--- src/rtl/gapDlPkg.sv ---
package gapDlPkg;

  typedef enum logic [1:0] {
    OP_WRITE   = 2'd0,
    OP_READ    = 2'd1,
    OP_REGREAD = 2'd2,
    OP_WAKE    = 2'd3
  } dlOp_e;

  typedef enum logic [1:0] {
    PH_START = 2'd0,
    PH_BIT   = 2'd1,
    PH_GAP   = 2'd2,
    PH_HOLD  = 2'd3
  } phase_e;

  typedef struct packed {
    logic   loadFrame;
    logic   loadPhase;
    phase_e phaseSel;
    logic   shiftBit;
  } dlStrobe_t;

endpackage

--- src/rtl/gapDlFrameReg.sv ---
module gapDlFrameReg
  import gapDlPkg::*;
#(
  parameter int PWD_W  = 32,
  parameter int DATA_W = 32,
  parameter int BLK_W  = 3,
  parameter int REQ_W  = 8
) (
  input  logic              clk,
  input  logic              rstN,
  input  dlStrobe_t         strobe,
  input  logic [1:0]        op,
  input  logic              pageSel,
  input  logic              pwdMode,
  input  logic [PWD_W-1:0]  password,
  input  logic [DATA_W-1:0] wrData,
  input  logic [REQ_W-1:0]  blockReq,
  output logic              curBit,
  output logic              lastSent,
  output logic              holdRead,
  output logic              finalOn
);

  localparam int FRAME_W = 4 + PWD_W + DATA_W + BLK_W;
  localparam int CNT_W   = $clog2(FRAME_W + 1);

  logic [FRAME_W-1:0] acc;
  logic [FRAME_W-1:0] frameNext;
  logic [CNT_W-1:0]   len;
  logic               regRead;
  logic [FRAME_W-1:0] shReg;
  logic [CNT_W-1:0]   bitsLeft;
  dlOp_e              opHeld;

  // Assemble the frame right-aligned, then left-align it for MSB-first output.
  always_comb begin
    acc     = '0;
    len     = '0;
    regRead = (dlOp_e'(op) == OP_REGREAD) ||
              ((dlOp_e'(op) == OP_READ) && (blockReq == {REQ_W{1'b1}}));
    if (dlOp_e'(op) == OP_WAKE) begin
      acc = FRAME_W'(2'b10);
      len = CNT_W'(2);
      acc = (acc << PWD_W) | FRAME_W'(password);
      len = len + CNT_W'(PWD_W);
    end else begin
      acc = FRAME_W'({2'b11, pageSel});
      len = CNT_W'(3);
      if (pwdMode) begin
        acc = (acc << PWD_W) | FRAME_W'(password);
        len = len + CNT_W'(PWD_W);
      end
      acc = acc << 1;
      len = len + CNT_W'(1);
      if (dlOp_e'(op) == OP_WRITE) begin
        acc = (acc << DATA_W) | FRAME_W'(wrData);
        len = len + CNT_W'(DATA_W);
      end
      if (!regRead) begin
        acc = (acc << BLK_W) | FRAME_W'(blockReq[BLK_W-1:0]);
        len = len + CNT_W'(BLK_W);
      end
    end
    frameNext = acc << (FRAME_W - int'(len));
  end

  always_ff @(posedge clk) begin
    if (!rstN) begin
      shReg    <= '0;
      bitsLeft <= '0;
      opHeld   <= OP_WRITE;
    end else if (strobe.loadFrame) begin
      shReg    <= frameNext;
      bitsLeft <= len;
      opHeld   <= dlOp_e'(op);
    end else if (strobe.shiftBit) begin
      shReg    <= shReg << 1;
      bitsLeft <= bitsLeft - CNT_W'(1);
    end
  end

  assign curBit   = shReg[FRAME_W-1];
  assign lastSent = (bitsLeft == '0);
  assign holdRead = (opHeld == OP_READ) || (opHeld == OP_REGREAD);
  assign finalOn  = (opHeld != OP_WRITE);

  // Control must never shift past the end of the assembled frame.
  assert_shift_in_frame_R4: assert property (@(posedge clk) disable iff (!rstN)
    strobe.shiftBit |-> (bitsLeft != '0));

  // A freshly loaded frame always holds at least the four header bits.
  assert_frame_nonempty_R5: assert property (@(posedge clk) disable iff (!rstN)
    strobe.loadFrame |=> (bitsLeft >= CNT_W'(4)));

endmodule

--- src/rtl/gapDlPhaseTimer.sv ---
module gapDlPhaseTimer
  import gapDlPkg::*;
#(
  parameter int PRESCALE = 24,
  parameter int CFG_W    = 16
) (
  input  logic             clk,
  input  logic             rstN,
  input  dlStrobe_t        strobe,
  input  logic             curBit,
  input  logic             holdRead,
  input  logic [CFG_W-1:0] cfgStartGap,
  input  logic [CFG_W-1:0] cfgWriteGap,
  input  logic [CFG_W-1:0] cfgZeroLen,
  input  logic [CFG_W-1:0] cfgOneLen,
  input  logic [CFG_W-1:0] cfgReadGap,
  input  logic [CFG_W-1:0] cfgProgLen,
  output logic             expire
);

  localparam int PW = (PRESCALE > 1) ? $clog2(PRESCALE) : 1;
  localparam logic [PW-1:0] PRESC_MAX = PW'(PRESCALE - 1);

  logic [CFG_W-1:0] durSel;
  logic [CFG_W-1:0] durEff;
  logic [CFG_W-1:0] unitCnt;
  logic [PW-1:0]    presc;

  always_comb begin
    unique case (strobe.phaseSel)
      PH_START: durSel = cfgStartGap;
      PH_BIT:   durSel = curBit ? cfgOneLen : cfgZeroLen;
      PH_GAP:   durSel = cfgWriteGap;
      PH_HOLD:  durSel = holdRead ? cfgReadGap : cfgProgLen;
      default:  durSel = cfgStartGap;
    endcase
    durEff = (durSel == '0) ? CFG_W'(1) : durSel;
  end

  always_ff @(posedge clk) begin
    if (!rstN) begin
      unitCnt <= '0;
      presc   <= '0;
    end else if (strobe.loadPhase) begin
      unitCnt <= durEff;
      presc   <= '0;
    end else if (unitCnt != '0) begin
      if (presc == PRESC_MAX) begin
        presc   <= '0;
        unitCnt <= unitCnt - CFG_W'(1);
      end else begin
        presc <= presc + PW'(1);
      end
    end
  end

  assign expire = (unitCnt == CFG_W'(1)) && (presc == PRESC_MAX);

  // Every loaded phase lasts at least one unit, even with a zero setting.
  assert_unit_nonzero_R11: assert property (@(posedge clk) disable iff (!rstN)
    strobe.loadPhase |=> (unitCnt != '0));

  // The sub-unit counter restarts with each phase.
  assert_presc_restart_R12: assert property (@(posedge clk) disable iff (!rstN)
    strobe.loadPhase |=> (presc == '0));

endmodule

--- src/rtl/gapDlCtrl.sv ---
module gapDlCtrl
  import gapDlPkg::*;
(
  input  logic      clk,
  input  logic      rstN,
  input  logic      start,
  input  logic      expire,
  input  logic      lastSent,
  input  logic      finalOn,
  output dlStrobe_t strobe,
  output logic      fieldOn,
  output logic      busy,
  output logic      done
);

  typedef enum logic [2:0] {
    S_IDLE   = 3'd0,
    S_SGAP   = 3'd1,
    S_BITON  = 3'd2,
    S_BITGAP = 3'd3,
    S_HOLD   = 3'd4,
    S_FIN    = 3'd5
  } ctrlState_e;

  ctrlState_e state;
  logic       startAccept;

  assign startAccept = (state == S_IDLE) && start;

  always_comb begin
    strobe = '{loadFrame: 1'b0, loadPhase: 1'b0, phaseSel: PH_START, shiftBit: 1'b0};
    unique case (state)
      S_IDLE: if (start) begin
        strobe.loadFrame = 1'b1;
        strobe.loadPhase = 1'b1;
        strobe.phaseSel  = PH_START;
      end
      S_SGAP: if (expire) begin
        strobe.loadPhase = 1'b1;
        strobe.phaseSel  = PH_BIT;
      end
      S_BITON: if (expire) begin
        strobe.loadPhase = 1'b1;
        strobe.phaseSel  = PH_GAP;
        strobe.shiftBit  = 1'b1;
      end
      S_BITGAP: if (expire) begin
        strobe.loadPhase = 1'b1;
        strobe.phaseSel  = lastSent ? PH_HOLD : PH_BIT;
      end
      default: ;
    endcase
  end

  always_ff @(posedge clk) begin
    if (!rstN) begin
      state   <= S_IDLE;
      fieldOn <= 1'b0;
    end else begin
      unique case (state)
        S_IDLE: if (start) begin
          state   <= S_SGAP;
          fieldOn <= 1'b0;
        end
        S_SGAP: if (expire) begin
          state   <= S_BITON;
          fieldOn <= 1'b1;
        end
        S_BITON: if (expire) begin
          state   <= S_BITGAP;
          fieldOn <= 1'b0;
        end
        S_BITGAP: if (expire) begin
          state   <= lastSent ? S_HOLD : S_BITON;
          fieldOn <= 1'b1;
        end
        S_HOLD: if (expire) begin
          state   <= S_FIN;
          fieldOn <= finalOn;
        end
        S_FIN: state <= S_IDLE;
        default: state <= S_IDLE;
      endcase
    end
  end

  assign busy = (state != S_IDLE);
  assign done = (state == S_FIN);

  assert_start_field_off_R2: assert property (@(posedge clk) disable iff (!rstN)
    startAccept |=> (!fieldOn && busy));

  assert_field_on_expire_R3: assert property (@(posedge clk) disable iff (!rstN)
    (fieldOn != $past(fieldOn)) |-> ($past(expire) || $past(startAccept)));

  assert_write_ends_off_R8: assert property (@(posedge clk) disable iff (!rstN)
    (done && !finalOn) |-> !fieldOn);

  assert_done_pulse_R9: assert property (@(posedge clk) disable iff (!rstN)
    done |=> (!done && !busy));

  assert_busy_kept_R10: assert property (@(posedge clk) disable iff (!rstN)
    (busy && !done) |=> busy);

endmodule

--- src/rtl/gapDownlinkSeq.sv ---
module gapDownlinkSeq
  import gapDlPkg::*;
#(
  parameter int PRESCALE = 24,
  parameter int CFG_W    = 16,
  parameter int PWD_W    = 32,
  parameter int DATA_W   = 32,
  parameter int BLK_W    = 3,
  parameter int REQ_W    = 8
) (
  input  logic              clk,
  input  logic              rstN,
  input  logic              start,
  input  logic [1:0]        op,
  input  logic              pageSel,
  input  logic              pwdMode,
  input  logic [PWD_W-1:0]  password,
  input  logic [DATA_W-1:0] wrData,
  input  logic [REQ_W-1:0]  blockReq,
  input  logic [CFG_W-1:0]  cfgStartGap,
  input  logic [CFG_W-1:0]  cfgWriteGap,
  input  logic [CFG_W-1:0]  cfgZeroLen,
  input  logic [CFG_W-1:0]  cfgOneLen,
  input  logic [CFG_W-1:0]  cfgReadGap,
  input  logic [CFG_W-1:0]  cfgProgLen,
  output logic              fieldOn,
  output logic              busy,
  output logic              done
);

  dlStrobe_t strobe;
  logic      curBit;
  logic      lastSent;
  logic      holdRead;
  logic      finalOn;
  logic      expire;

  gapDlCtrl ctrl_i (
    .clk      (clk),
    .rstN     (rstN),
    .start    (start),
    .expire   (expire),
    .lastSent (lastSent),
    .finalOn  (finalOn),
    .strobe   (strobe),
    .fieldOn  (fieldOn),
    .busy     (busy),
    .done     (done)
  );

  gapDlFrameReg #(
    .PWD_W  (PWD_W),
    .DATA_W (DATA_W),
    .BLK_W  (BLK_W),
    .REQ_W  (REQ_W)
  ) frame_i (
    .clk      (clk),
    .rstN     (rstN),
    .strobe   (strobe),
    .op       (op),
    .pageSel  (pageSel),
    .pwdMode  (pwdMode),
    .password (password),
    .wrData   (wrData),
    .blockReq (blockReq),
    .curBit   (curBit),
    .lastSent (lastSent),
    .holdRead (holdRead),
    .finalOn  (finalOn)
  );

  gapDlPhaseTimer #(
    .PRESCALE (PRESCALE),
    .CFG_W    (CFG_W)
  ) timer_i (
    .clk         (clk),
    .rstN        (rstN),
    .strobe      (strobe),
    .curBit      (curBit),
    .holdRead    (holdRead),
    .cfgStartGap (cfgStartGap),
    .cfgWriteGap (cfgWriteGap),
    .cfgZeroLen  (cfgZeroLen),
    .cfgOneLen   (cfgOneLen),
    .cfgReadGap  (cfgReadGap),
    .cfgProgLen  (cfgProgLen),
    .expire      (expire)
  );

endmodule

--- config.mk ---
export PLATFORM = sky130hd
export DESIGN_NAME = gapDownlinkSeq
export DESIGN_NICKNAME = d
export VERILOG_FILES = /design/src/rtl/gapDlPkg.sv /design/src/rtl/gapDlFrameReg.sv /design/src/rtl/gapDlPhaseTimer.sv /design/src/rtl/gapDlCtrl.sv /design/src/rtl/gapDownlinkSeq.sv
export SDC_FILE = /design/constraint.sdc
export NUM_CORES = 1
export LEC_CHECK = 0
export ABC_AREA = 1
export BUFFER_PORTS_ARGS = -buffer_cell sky130_fd_sc_hd__buf_4
export CORE_ASPECT_RATIO = 1.25
export CORE_MARGIN = 5
export CORE_UTILIZATION = 50
export CTS_CLUSTER_DIAMETER = 40
export CTS_CLUSTER_SIZE = 12
export DETAILED_ROUTE_END_ITERATION = 16
export PLACE_DENSITY = 0.82
export SYNTH_ARGS = -nofsm -noshare
export SYNTH_HDL_FRONTEND = slang
export SYNTH_SLANG_ARGS = --single-unit
export TNS_END_PERCENT = 50
--- constraint.sdc ---
create_clock -name clk -period 6.7 [get_ports clk]
set_input_delay 0.335 -clock clk [delete_from_list [all_inputs] [get_ports clk]]
set_output_delay 0.335 -clock clk [all_outputs]
set_load 0.01 [all_outputs]
==> qor.txt, run 1 <==
Critical path endpoint category: flop
CP arrival: 4.42 ns
Initial antenna violation count: 0
CTS tree: done
Crit path buffers/inverters: 6
Overflow after GRT: 0
DR vias/cell: 6.07
WP data required: 6.98 ns
Final GP Congestion: 0.943
Fin nets: 1687
Largest delay contributor family on the critical path: buffers and inverters
Slowest CP cell: inv_1
R2R setup slack: 3.59 ns
Routed length per instance: 17.3 microns
P_leak: 0.00433 uW
Max Slew Vio Count: 0
Seq cells post-synth: 105
Share of cells above drive strength 1: 17.6%
Core area: 16800 sq um
Largest stage delay, worst path: 0.78 ns
Critical path depth: 15
Post-synth EDFFs: 0
Ratio of total power to cell area: 311 nW/um^2
Syn Area/Cell: 6.09 sq um
DRC viols: 0
Worst-path clk slew: 0.07 ns
Unique masters post-synth: 50
Post-cts resize count: 0
Crit path kind: input pin to flop
Die Height: 156 microns
TritonCTS Buffers: 9
Yosys warning count: 0
Routed WL: 29800 microns
Post-synthesis async set-or-reset flop share: 0%
Clk_skew: 0.00911 ns
Critical Path End: frame_i.shReg[21]
Synth Flop Type: dfxtp_1
DR vias: 10475
Worst reg-to-reg path cell count: 11
Final Hold Viols: 0
Post-CTS setup buffer count: 0
Max transition margin: 26.1%
Clock tree buffer depth: 2
Root buf cell: clkbuf_16
Actual slew at the worst max-slew pin: 1.11 ns
Die ar.: 19900 sq um
Maximum vdd drop: 191 uV
FILL cells: 1632
# IOs: 178
Clk_lat worst skew: 0.35 ns
Commonest non-fill, non-tap cell in the layout: nand2_1
Antenna diodes: 0
Critical R2R Capture: frame_i.shReg[21]
CTS Hold Bufs: 0
Final Core Density: 60.0%
Critical path launch point: op[1]
Final period utilization: 61.8%
Post-synthesis sequential area ratio: 24.5%
CP max FO: 50
Max Cap Viol: 0
PortBufs: 177
Most frequent cells in the layout: nand2_1 (331), o21ai_0 (208), buf_4 (187), nand3_1 (105), dfxtp_1 (105)
Hold Crit Class: input pin to flop
Startpoint types: input pin
Iter 0 DRT Violations: 1159
CTS Sinks: 105
Drt first pass iters: 7
Final ANT Viol Nets: 0
Die width: 127 microns
Minimum clock period after layout: 4.14 ns
Syn Nets: 1590
Storage cell area: 2100 sq um
Starting Density: 50.9%
Setup TNS: 0 ns
Min Hold Slack: 0.311 ns
H-tree Lvls: 3
Vias in the first global route: 9941
Critical-path cell list: buf_4 > nor2_2 > buf_4 > ha_1 > nor2_2 > inv_1 > ha_1 > buf_4 > nor2_1 > inv_2 > nor2_4 > nand2_2 > inv_1 > o211ai_1 > a21oi_1
Gr usage total: 29.0%
Syn Inst Count: 1406
Row count: 53
Worst path most repeated cell: buf_4
Highest Clock Rate: 242 MHz
Area Growth Syn to Fin: 18.1%
Reg2reg start: ctrl_i.state[1]
Post-DP HPWL: 21900 microns
Final setup fails: 0
Largest net degree at the start of global routing: 94
Mapped Area: 8570 sq um
First-pass GRT wire length: 48300 microns
Area of the multi-input gates: 5690 sq um
Status: finished clean
Unrepaired setup endpoints after global routing: false
-- cells in the mapped netlist, types with 17 or more instances --
master    number  area, sq um
nand2_1      333         1250
o21ai_0      208         1040
dfxtp_1      105         2100
nand3_1      105          526
a21oi_1      100          500
nor2_1        96          360
inv_1         83          312
clkbuf_1      70          263
o211ai_1      36          270
nand4_1       33          206
nor3_1        31          155
a31oi_1       22          138
buf_2         17         85.1
-- how the worst min path moves through the flow --
| stage | depth (start not counted) | end | startpoint | slack (ns) |
|---|---|---|---|---|
| global placement | 2 | frame_i.bitsLeft[1] | frame_i.bitsLeft[1] | 0.45 |
| global route | 3 | frame_i.shReg[60] | password[24] | 0.32 |
| finish | 3 | frame_i.shReg[60] | password[24] | 0.31 |
| detailed placement | 2 | frame_i.opHeld[0] | frame_i.opHeld[0] | 0.46 |
| floorplan | 2 | frame_i.opHeld[0] | frame_i.opHeld[0] | 0.44 |
| CTS | 3 | frame_i.shReg[60] | password[24] | 0.31 |
-- stage by stage --
| stage | area (sq um) | cells | setup slack, ns | power (uW) |
|---|---|---|---|---|
| 3_3_place_gp | 9820 | 1712 | 2.39 | 2560 |
| 2_1_floorplan | 8570 | 1406 | 3.38 | 2180 |
| 5_1_grt | 10100 | 1727 | 2.21 | 3400 |
| 3_5_place_dp | 9820 | 1712 | 2.24 | 2590 |
| 4_1_cts | 10100 | 1727 | 2.61 | 3130 |
| 6_report | 10100 | 1727 | 2.56 | 3150 |
-- worst register-to-register path, delay by kind of cell, from the launching register on --
family | cells | cell delay [ns]
flops | 1 | 0.39
simple gates | 6 | 1.28
compound gates | 2 | 0.44
buf+inv | 3 | 0.91
-- report_power, final --
| part | internal, uW | total, uW | switching (uW) |
|---|---|---|---|
| registers | 859 | 1030 | 170 |
| logic | 561 | 1590 | 1030 |
| clock network | 289 | 525 | 236 |
| total | 1710 | 3150 | 1440 |
-- cell families (layout without fill, tap and decap cells) --
family / count (synthesis) / count (layout) / synth area share [%]
buffers and inverters: 195 / 296 / 9.19
flip-flops: 105 / 105 / 24.5
XOR/XNOR: 12 / 12 / 1.23
adder cells (fa/ha/maj): 9 / 9 / 1.31
AO/OA/AOI/OAI: 426 / 426 / 28.4
AND/OR/NAND/NOR: 639 / 639 / 32.7
multiplexers: 20 / 20 / 2.57
-- registers in the layout, indices dropped and copies added, names as in the netlist --
name	flops
ctrl_i.fieldOn	1
ctrl_i.state	3
frame_i.bitsLeft	7
frame_i.opHeld	2
frame_i.shReg	71
timer_i.presc	5
timer_i.unitCnt	16
-- per-layer routing --
layer  track usage [%]  up-vias  part of all wire [%]
met5                 0        -                     0
met1              36.1     4720                    40
met3              5.22       90                   9.7
met2              49.5      623                    47
met4              11.8        0                   3.7
li1                  -     5042                     -
-- cell type report --
type	instances	area share (%)
multi-input cells	1106	56.2
flip-flops and latches	105	20.8
repair buffers	187	13.9
inverters	94	3.49
well taps	220	2.72
clock buffers	9	2.23
clock inverters	6	0.668
(Power assumes the default switching activity.)
==> run 2, diff against run 1 <==
--- a/config.mk
+++ b/config.mk
@@ -5,7 +5,7 @@
 export SDC_FILE = /design/constraint.sdc
 export NUM_CORES = 1
 export LEC_CHECK = 0
-export ABC_AREA = 1
+export ABC_AREA = 0
 export BUFFER_PORTS_ARGS = -buffer_cell sky130_fd_sc_hd__buf_4
 export CORE_ASPECT_RATIO = 1.25
 export CORE_MARGIN = 5
@@ -13,7 +13,7 @@
 export CTS_CLUSTER_DIAMETER = 40
 export CTS_CLUSTER_SIZE = 12
 export DETAILED_ROUTE_END_ITERATION = 16
-export PLACE_DENSITY = 0.82
+export PLACE_DENSITY = 0.83
 export SYNTH_ARGS = -nofsm -noshare
 export SYNTH_HDL_FRONTEND = slang
 export SYNTH_SLANG_ARGS = --single-unit
==> constraint.sdc (replaced) <==
create_clock -name clk -period 4.3 [get_ports clk]
set_input_delay 0.215 -clock clk [delete_from_list [all_inputs] [get_ports clk]]
set_output_delay 0.215 -clock clk [all_outputs]
set_load 0.01 [all_outputs]
==> run 2 against run 1 <==
Clock skew is 0.0014 ns lower; worst setup slack worse by 1.8 ns; design area is 7.6% lower; count of clock-buffer cells in the layout is 1 higher; sequential power is 7% higher; sequential share of layout area is 1.7 points higher; register-to-register slack worse by 2.6 ns; core utilization is 2.2 points higher; clock power is 69% higher.
==> qor.txt, run 2 <==
Post-DP HPWL: 19400 microns (was 21900 microns)
Gr usage total: 28.4% (was 29.0%)
CTS tree: done (unchanged)
Clk_skew: 0.00770 ns (was 0.00911 ns)
Seq cells post-synth: 105 (unchanged)
CTS Hold Bufs: 0 (unchanged)
Area of the multi-input gates: 5090 sq um (was 5690 sq um)
Drt first pass iters: 5 (was 7)
Mapped Area: 7680 sq um (was 8570 sq um)
Final setup fails: 0 (unchanged)
DRC viols: 0 (unchanged)
Initial antenna violation count: 0 (unchanged)
Most frequent cell after synthesis: o21ai_0 (was nand2_1)
Synth top cells by count: o21ai_0 (172), a21oi_1 (127), dfxtp_1 (105), nand2_1 (102), clkbuf_1 (89) (was nand2_1 (333), o21ai_0 (208), dfxtp_1 (105), nand3_1 (105), a21oi_1 (100))
Cell internal pwr: 1890 uW (was 1710 uW)
Min Hold Slack: 0.168 ns (was 0.311 ns)
Post-synthesis sequential area ratio: 27.4% (was 24.5%)
Clock tree buffer depth: 2 (unchanged)
Fin nets: 1382 (was 1687)
Unrepaired setup endpoints after global routing: false (unchanged)
Share of the synthesized area in the top cell type: 27.4% (was 24.5%)
Status: finished clean (unchanged)
R2R setup slack: 0.96 ns (was 3.59 ns)
Setup TNS: 0 ns (unchanged)
Vias in the first global route: 8436 (was 9941)
Minimum clock period after layout: 3.51 ns
Hold EP: frame_i.shReg[39] (was frame_i.shReg[60])
Syn Nets: 1275 (was 1590)
CTS Sinks: 105 (unchanged)
Area leader, netlist: dfxtp_1 (unchanged)
Hold Path Depth: 3 (unchanged)
Clock power frac: 32.6% (was 16.7%)
Die ar.: 18000 sq um (was 19900 sq um)
CP max FO: 24 (was 50)
DR vias/cell: 6.45 (was 6.07)
Maximum vdd drop: 189 uV (was 191 uV)
Top flop regs: frame_i.shReg: 71 flops, timer_i.unitCnt: 16 flops, frame_i.bitsLeft: 7 flops (unchanged)
Ranking of synthesized cells by area: dfxtp_1 (27%), o21ai_0 (11%), a21oi_1 (8.3%) (was dfxtp_1 (25%), nand2_1 (15%), o21ai_0 (12%))
Iter 0 DRT Violations: 966 (was 1159)
Worst-path clk slew: 0.07 ns (about the same)
Clk_lat worst skew: 0.35 ns (about the same)
Synth Flop Type: dfxtp_1 (unchanged)
Starting Density: 51.2% (was 50.9%)
Startpoint types: input pin (unchanged)
# IOs: 178 (unchanged)
H-tree Lvls: 3 (unchanged)
Max transition margin: 32.9% (was 26.1%)
Final ANT Viol Nets: 0 (unchanged)
WP data required: 4.58 ns (was 6.98 ns)
Row count: 50 (was 53)
Syn Inst Count: 1091 (was 1406)
Critical path endpoint category: flop (unchanged)
Sw power: 842 uW (was 1440 uW)
Routed WL: 26600 microns (was 29800 microns)
Post-CTS setup buffer count: 0 (unchanged)
PortBufs: 177 (unchanged)
CP arrival: 3.79 ns (was 4.42 ns)
Core area: 15000 sq um (was 16800 sq um)
Most frequent cells in the layout: buf_4 (198), o21ai_0 (172), a21oi_1 (127), dfxtp_1 (105), nand2_1 (101) (was nand2_1 (331), o21ai_0 (208), buf_4 (187), nand3_1 (105), dfxtp_1 (105))
Unique masters post-synth: 66 (was 50)
Total power: 2730 uW (was 3150 uW)
Post-synthesis async set-or-reset flop share: 0% (unchanged)
Crit path kind: input pin to flop (unchanged)
Max FFs per register: 71 (unchanged)
Final period utilization: 81.6%
Commonest non-fill, non-tap cell in the layout: buf_4 (was nand2_1)
Largest register by flop count: frame_i.shReg (unchanged)
TritonCTS Buffers: 9 (unchanged)
Post-cts resize count: 0 (unchanged)
Overflow after GRT: 0 (unchanged)
Final GP Congestion: 0.972 (was 0.943)
Root buf cell: clkbuf_16 (unchanged)
Highest Clock Rate: 285 MHz
Yosys warning count: 0 (unchanged)
DR vias: 8929 (was 10475)
Actual slew at the worst max-slew pin: 0.999 ns (was 1.11 ns)
First-pass GRT wire length: 42100 microns (was 48300 microns)
Share of cells above drive strength 1: 20.3% (was 17.6%)
Die width: 121 microns (was 127 microns)
Ratio of total power to cell area: 292 nW/um^2 (was 311 nW/um^2)
Hold Path Origin: password[3] (was password[24])
Reg2reg start: timer_i.unitCnt[2] (was ctrl_i.state[1])
Post-route insts no fill: 1384 (was 1727)
Die Height: 149 microns (was 156 microns)
P_leak: 0.00388 uW (was 0.00433 uW)
Reg power frac: 40.5% (was 32.7%)
Final Hold Viols: 0 (unchanged)
Antenna diodes: 0 (unchanged)
Placed insts: 1369 (was 1712)
Largest net degree at the start of global routing: 96 (was 94)
Sw frac: 30.8% (was 45.7%)
Storage cell area: 2100 sq um (unchanged)
Critical R2R Capture: timer_i.unitCnt[0] (was frame_i.shReg[21])
Worst reg-to-reg path cell count: 7 (was 11)
FILL cells: 1371 (was 1632)
Area Growth Syn to Fin: 21.6% (was 18.1%)
Max Slew Vio Count: 0 (unchanged)
Syn Area/Cell: 7.04 sq um (was 6.09 sq um)
Routed length per instance: 19.2 microns (was 17.3 microns)
Combinational power share: 26.9% (was 50.6%)
Post-synth EDFFs: 0 (unchanged)
Hold Crit Class: input pin to flop (unchanged)
Max Cap Viol: 0 (unchanged)
==> run 2: cell type report <==
cell class,instances,area share (%)
well taps,182,2.44
clock inverters,5,0.844
inverters,30,1.21
repair buffers,198,15.9
clock buffers,10,2.56
flip-flops and latches,105,22.5
multi-input cells,854,54.5
==> run 2: per-layer routing <==
metal  up-vias  track usage, %  wire length (microns)
met5         -               0                      0
met4         0            13.7                   1230
met3        76            5.06                   2320
met2       496            48.2                  12500
met1      4140            34.4                  10500
li1       4217               -                      -
==> run 2: worst max-delay path by stage <==
stage	from	endpoint	slack [ns]	cells after the start
after floorplan	op[1]	frame_i.shReg[49]	0.78	18
after global routing	op[1]	frame_i.shReg[49]	0.57	13
final	op[1]	frame_i.shReg[49]	0.79	13
after detailed placement	op[1]	frame_i.shReg[49]	0.60	13
after CTS	op[1]	frame_i.shReg[49]	0.86	13
after global placement	op[1]	frame_i.shReg[49]	0.79	13
==> run 2: cell families after synthesis <==
logic type / synth area share (%)
xor+xnor: 2.62
simple gates: 21.7
compound gates: 34.6
fa+ha+maj: 1.47
flops: 27.4
buf+inv: 6.48
mux: 5.73
==> run 2: power by group through the flow <==
stage / Sequential, uW / Combinational (uW) / Clock [uW]
after floorplan: 1100 / 453 / 0
after CTS: 1100 / 723 / 897
after global placement: 1120 / 710 / 0
after detailed placement: 1120 / 718 / 0
after global routing: 1110 / 805 / 929
final: 1100 / 735 / 888
==> run 2: per-stage QoR <==
| step | instance area, sq um | utilization [%] | worst slack, ns |
|---|---|---|---|
| finish | 9340 | 62.2 | 0.792 |
| CTS | 9340 | 62.2 | 0.862 |
| global route | 9340 | 62.2 | 0.573 |
| global placement | 9020 | 60.1 | 0.794 |
| detailed placement | 9020 | 60.1 | 0.597 |
| floorplan | 7680 | - | 0.777 |
==> run 2: critical path, stage by stage <==
cell	delay, ns
buf_4	0.12
or2_2	0.40
inv_1	0.11
ha_1	0.25
nor2_1	0.35
inv_1	0.15
ha_1	0.22
inv_1	0.39
and3_1	0.27
nand2_1	0.52
a2111oi_0	0.57
a21oi_1	0.08
a21oi_1	0.13
==> run 3, diff against run 2 <==
--- a/config.mk
+++ b/config.mk
@@ -13,7 +13,7 @@
 export CTS_CLUSTER_DIAMETER = 40
 export CTS_CLUSTER_SIZE = 12
 export DETAILED_ROUTE_END_ITERATION = 16
-export PLACE_DENSITY = 0.83
+export PLACE_DENSITY = 0.86
 export SYNTH_ARGS = -nofsm -noshare
 export SYNTH_HDL_FRONTEND = slang
 export SYNTH_SLANG_ARGS = --single-unit
==> constraint.sdc (replaced) <==
create_clock -name clk -period 3.2 [get_ports clk]
set_input_delay 0.16 -clock clk [delete_from_list [all_inputs] [get_ports clk]]
set_output_delay 0.16 -clock clk [all_outputs]
set_load 0.01 [all_outputs]
==> run 3 against run 2 <==
Count of clock-buffer cells in the layout did not move; first-iteration DRC count rose by 6.0%; sequential cell count is the same; worst setup slack got worse by 0.52 ns; combinational power grew 37%; largest power group unchanged; non-clock buffer count up 12; clock skew is 0.0020 ns higher; clock power grew 55%; global-route usage up 0.52 points; sequential power rose by 35%; wire length is 1.1% higher; highest routed layer unchanged; worst hold slack worse by 0.072 ns.
==> qor.txt, run 3 (synthesis gave the netlist of run 2 again) <==
Initial antenna violation count: 0 (unchanged)
Final ANT Viol Nets: 0 (unchanged)
Final Worst Setup Slack: 0.272 ns (was 0.792 ns)
DRC viols: 0 (unchanged)
CTS Sinks: 105 (unchanged)
Commonest non-fill, non-tap cell in the layout: buf_4 (unchanged)
Max Slew Vio Count: 0 (unchanged)
Die Height: 149 microns (unchanged)
Maximum vdd drop: 299 uV (was 189 uV)
Final Hold Viols: 0 (unchanged)
Area Growth Syn to Fin: 23.8% (was 21.6%)
Final period utilization: 91.5%
Ratio of total power to cell area: 407 nW/um^2 (was 292 nW/um^2)
Minimum clock period after layout: 2.93 ns
Setup WS pre-CTS: 0.123 ns (was 0.597 ns)
CP max FO: 16 (was 24)
Critical path launch point: ctrl_i.state[1] (was op[1])
Highest Clock Rate: 342 MHz
PortBufs: 177 (unchanged)
Unrepaired setup endpoints after global routing: false (unchanged)
WP data required: 3.47 ns (was 4.58 ns)
Slowest CP cell: nor4bb_2 (was a2111oi_0)
Routed length per instance: 19.3 microns (was 19.2 microns)
Starting Density: 51.2% (unchanged)
Overflow after GRT: 0 (unchanged)
Crit path buffers/inverters: 0 (was 4)
Post-DP HPWL: 19700 microns (was 19400 microns)
Most frequent cells in the layout: buf_4 (210), o21ai_0 (172), a21oi_1 (127), dfxtp_1 (105), nand2_1 (101) (was buf_4 (198), o21ai_0 (172), a21oi_1 (127), dfxtp_1 (105), nand2_1 (101))
Share of cells above drive strength 1: 21.3% (was 20.3%)
Final setup fails: 0 (unchanged)
CP arrival: 3.20 ns (was 3.79 ns)
Gr usage total: 28.9% (was 28.4%)
Largest register by flop count: frame_i.shReg (unchanged)
Hold Crit Class: input pin to flop (unchanged)
Die ar.: 18000 sq um (unchanged)
Largest stage delay, worst path: 0.62 ns (was 0.57 ns)
Setup TNS: 0 ns (unchanged)
Routed WL: 26900 microns (was 26600 microns)
Clk_skew: 0.00966 ns (was 0.00770 ns)
Max transition margin: 43.4% (was 32.9%)
CTS tree: done (unchanged)
Iter 0 DRT Violations: 1024 (was 966)
H-tree Lvls: 3 (unchanged)
Crit path kind: flop to flop (was input pin to flop)
Critical path endpoint category: flop (unchanged)
Largest net degree at the start of global routing: 96 (unchanged)
Worst reg-to-reg path cell count: 7 (unchanged)
Clk_lat worst skew: 0.35 ns (about the same)
First-pass GRT wire length: 42700 microns (was 42100 microns)
Core area: 15000 sq um (unchanged)
Final GP Congestion: 1.02 (was 0.972)
Max FFs per register: 71 (unchanged)
Largest delay contributor family on the critical path: compound AO/OA/AOI/OAI gates (was simple AND/OR/NAND/NOR gates)
# IOs: 178 (unchanged)
Total power: 3870 uW (was 2730 uW)
Reg2reg start: ctrl_i.state[1] (was timer_i.unitCnt[2])
DR vias: 8973 (was 8929)
Fin nets: 1394 (was 1382)
Startpoint types: flop (was input pin)
DR vias/cell: 6.42 (was 6.45)
Hold Path Depth: 3 (unchanged)
Die width: 121 microns (unchanged)
Vias in the first global route: 8247 (was 8436)
Critical-path cell list: nor4bb_2 > a21o_1 > a2111oi_0 > a221o_1 > nor4_1 > nand4b_1 > o21ai_1 (was buf_4 > or2_2 > inv_1 > ha_1 > nor2_1 > inv_1 > ha_1 > inv_1 > and3_1 > nand2_1 > a2111oi_0 > a21oi_1 > a21oi_1)
Row count: 50 (unchanged)
Worst-path clk slew: 0.07 ns (about the same)
P_leak: 0.00397 uW (was 0.00388 uW)
Root buf cell: clkbuf_16 (unchanged)
Status: finished clean (unchanged)
Antenna diodes: 0 (unchanged)
Critical path depth: 7 (was 13)
Top flop regs: frame_i.shReg: 71 flops, timer_i.unitCnt: 16 flops, frame_i.bitsLeft: 7 flops (unchanged)
Clock tree buffer depth: 2 (unchanged)
Max Cap Viol: 0 (unchanged)
TritonCTS Buffers: 9 (unchanged)
Drt first pass iters: 8 (was 5)
Hold Path Origin: password[21] (was password[3])
Actual slew at the worst max-slew pin: 0.849 ns (was 0.999 ns)
[run 3: cell count changes in the layout (fill, tap and decap cells not counted), sizes merged]
cell / change
bufinv: +2
clkinv: -2
clkinvlp: +1
buf: +12
[run 3: per-stage QoR]
stage / hold slack (ns) / util, % / std cells / cell area, sq um
6_report: 0.0960 / 63.3 / 1397 / 9500
3_5_place_dp: 0.449 / 60.8 / 1381 / 9120
3_3_place_gp: 0.443 / 60.8 / 1381 / 9120
5_1_grt: 0.119 / 63.3 / 1397 / 9500
4_1_cts: 0.0950 / 63.3 / 1397 / 9500
2_1_floorplan: 0.334 / - / 1091 / 7690
[run 3: path summary, 6_finish.rpt]
path | to | slack [ns]
setup / recovery | timer_i.unitCnt[0] | 0.27
hold / removal | frame_i.shReg[57] | 0.1
setup reg to reg | timer_i.unitCnt[0] | 0.27
hold reg to reg | frame_i.opHeld[1] | 0.46
[run 3: power breakdown]
group	switching, uW	leakage (uW)	internal, uW
registers	74.4	0.000865	1410
logic	570	0.00292	439
clock network	512	0.000179	868
[run 3: layout make-up]
class                           count  area (sq um)
Fill cell                        1359          5510
Multi-Input combinational cell    854          5110
Sequential cell                   105          2100
Timing Repair Buffer              210          1580
Clock buffer                       10           239
Tap cell                          182           228
Clock inverter                      6           136
Inverter                           30           113
[run 3: metal layers]
layer  vias up  routed length, microns  track usage [%]
met5         -                       0                0
met2       551                   12800             49.2
met1      4114                   10300             35.0
met4         0                    1120             11.7
met3        83                    2710             6.43
li1       4225                       -                -
[run 3: what timing repair did]
item                       4_1_cts  5_1_grt
hold buffers                     0        0
gates resized for setup          0        1
setup buffers                    0        0
setup endpoints to repair        0        1
[run 3: worst reg2reg max path: cells and delay by family, from the launching register on]
family          cells  cell delay, ns
compound gates      4            1.19
simple gates        3            1.07
flops               1            0.59
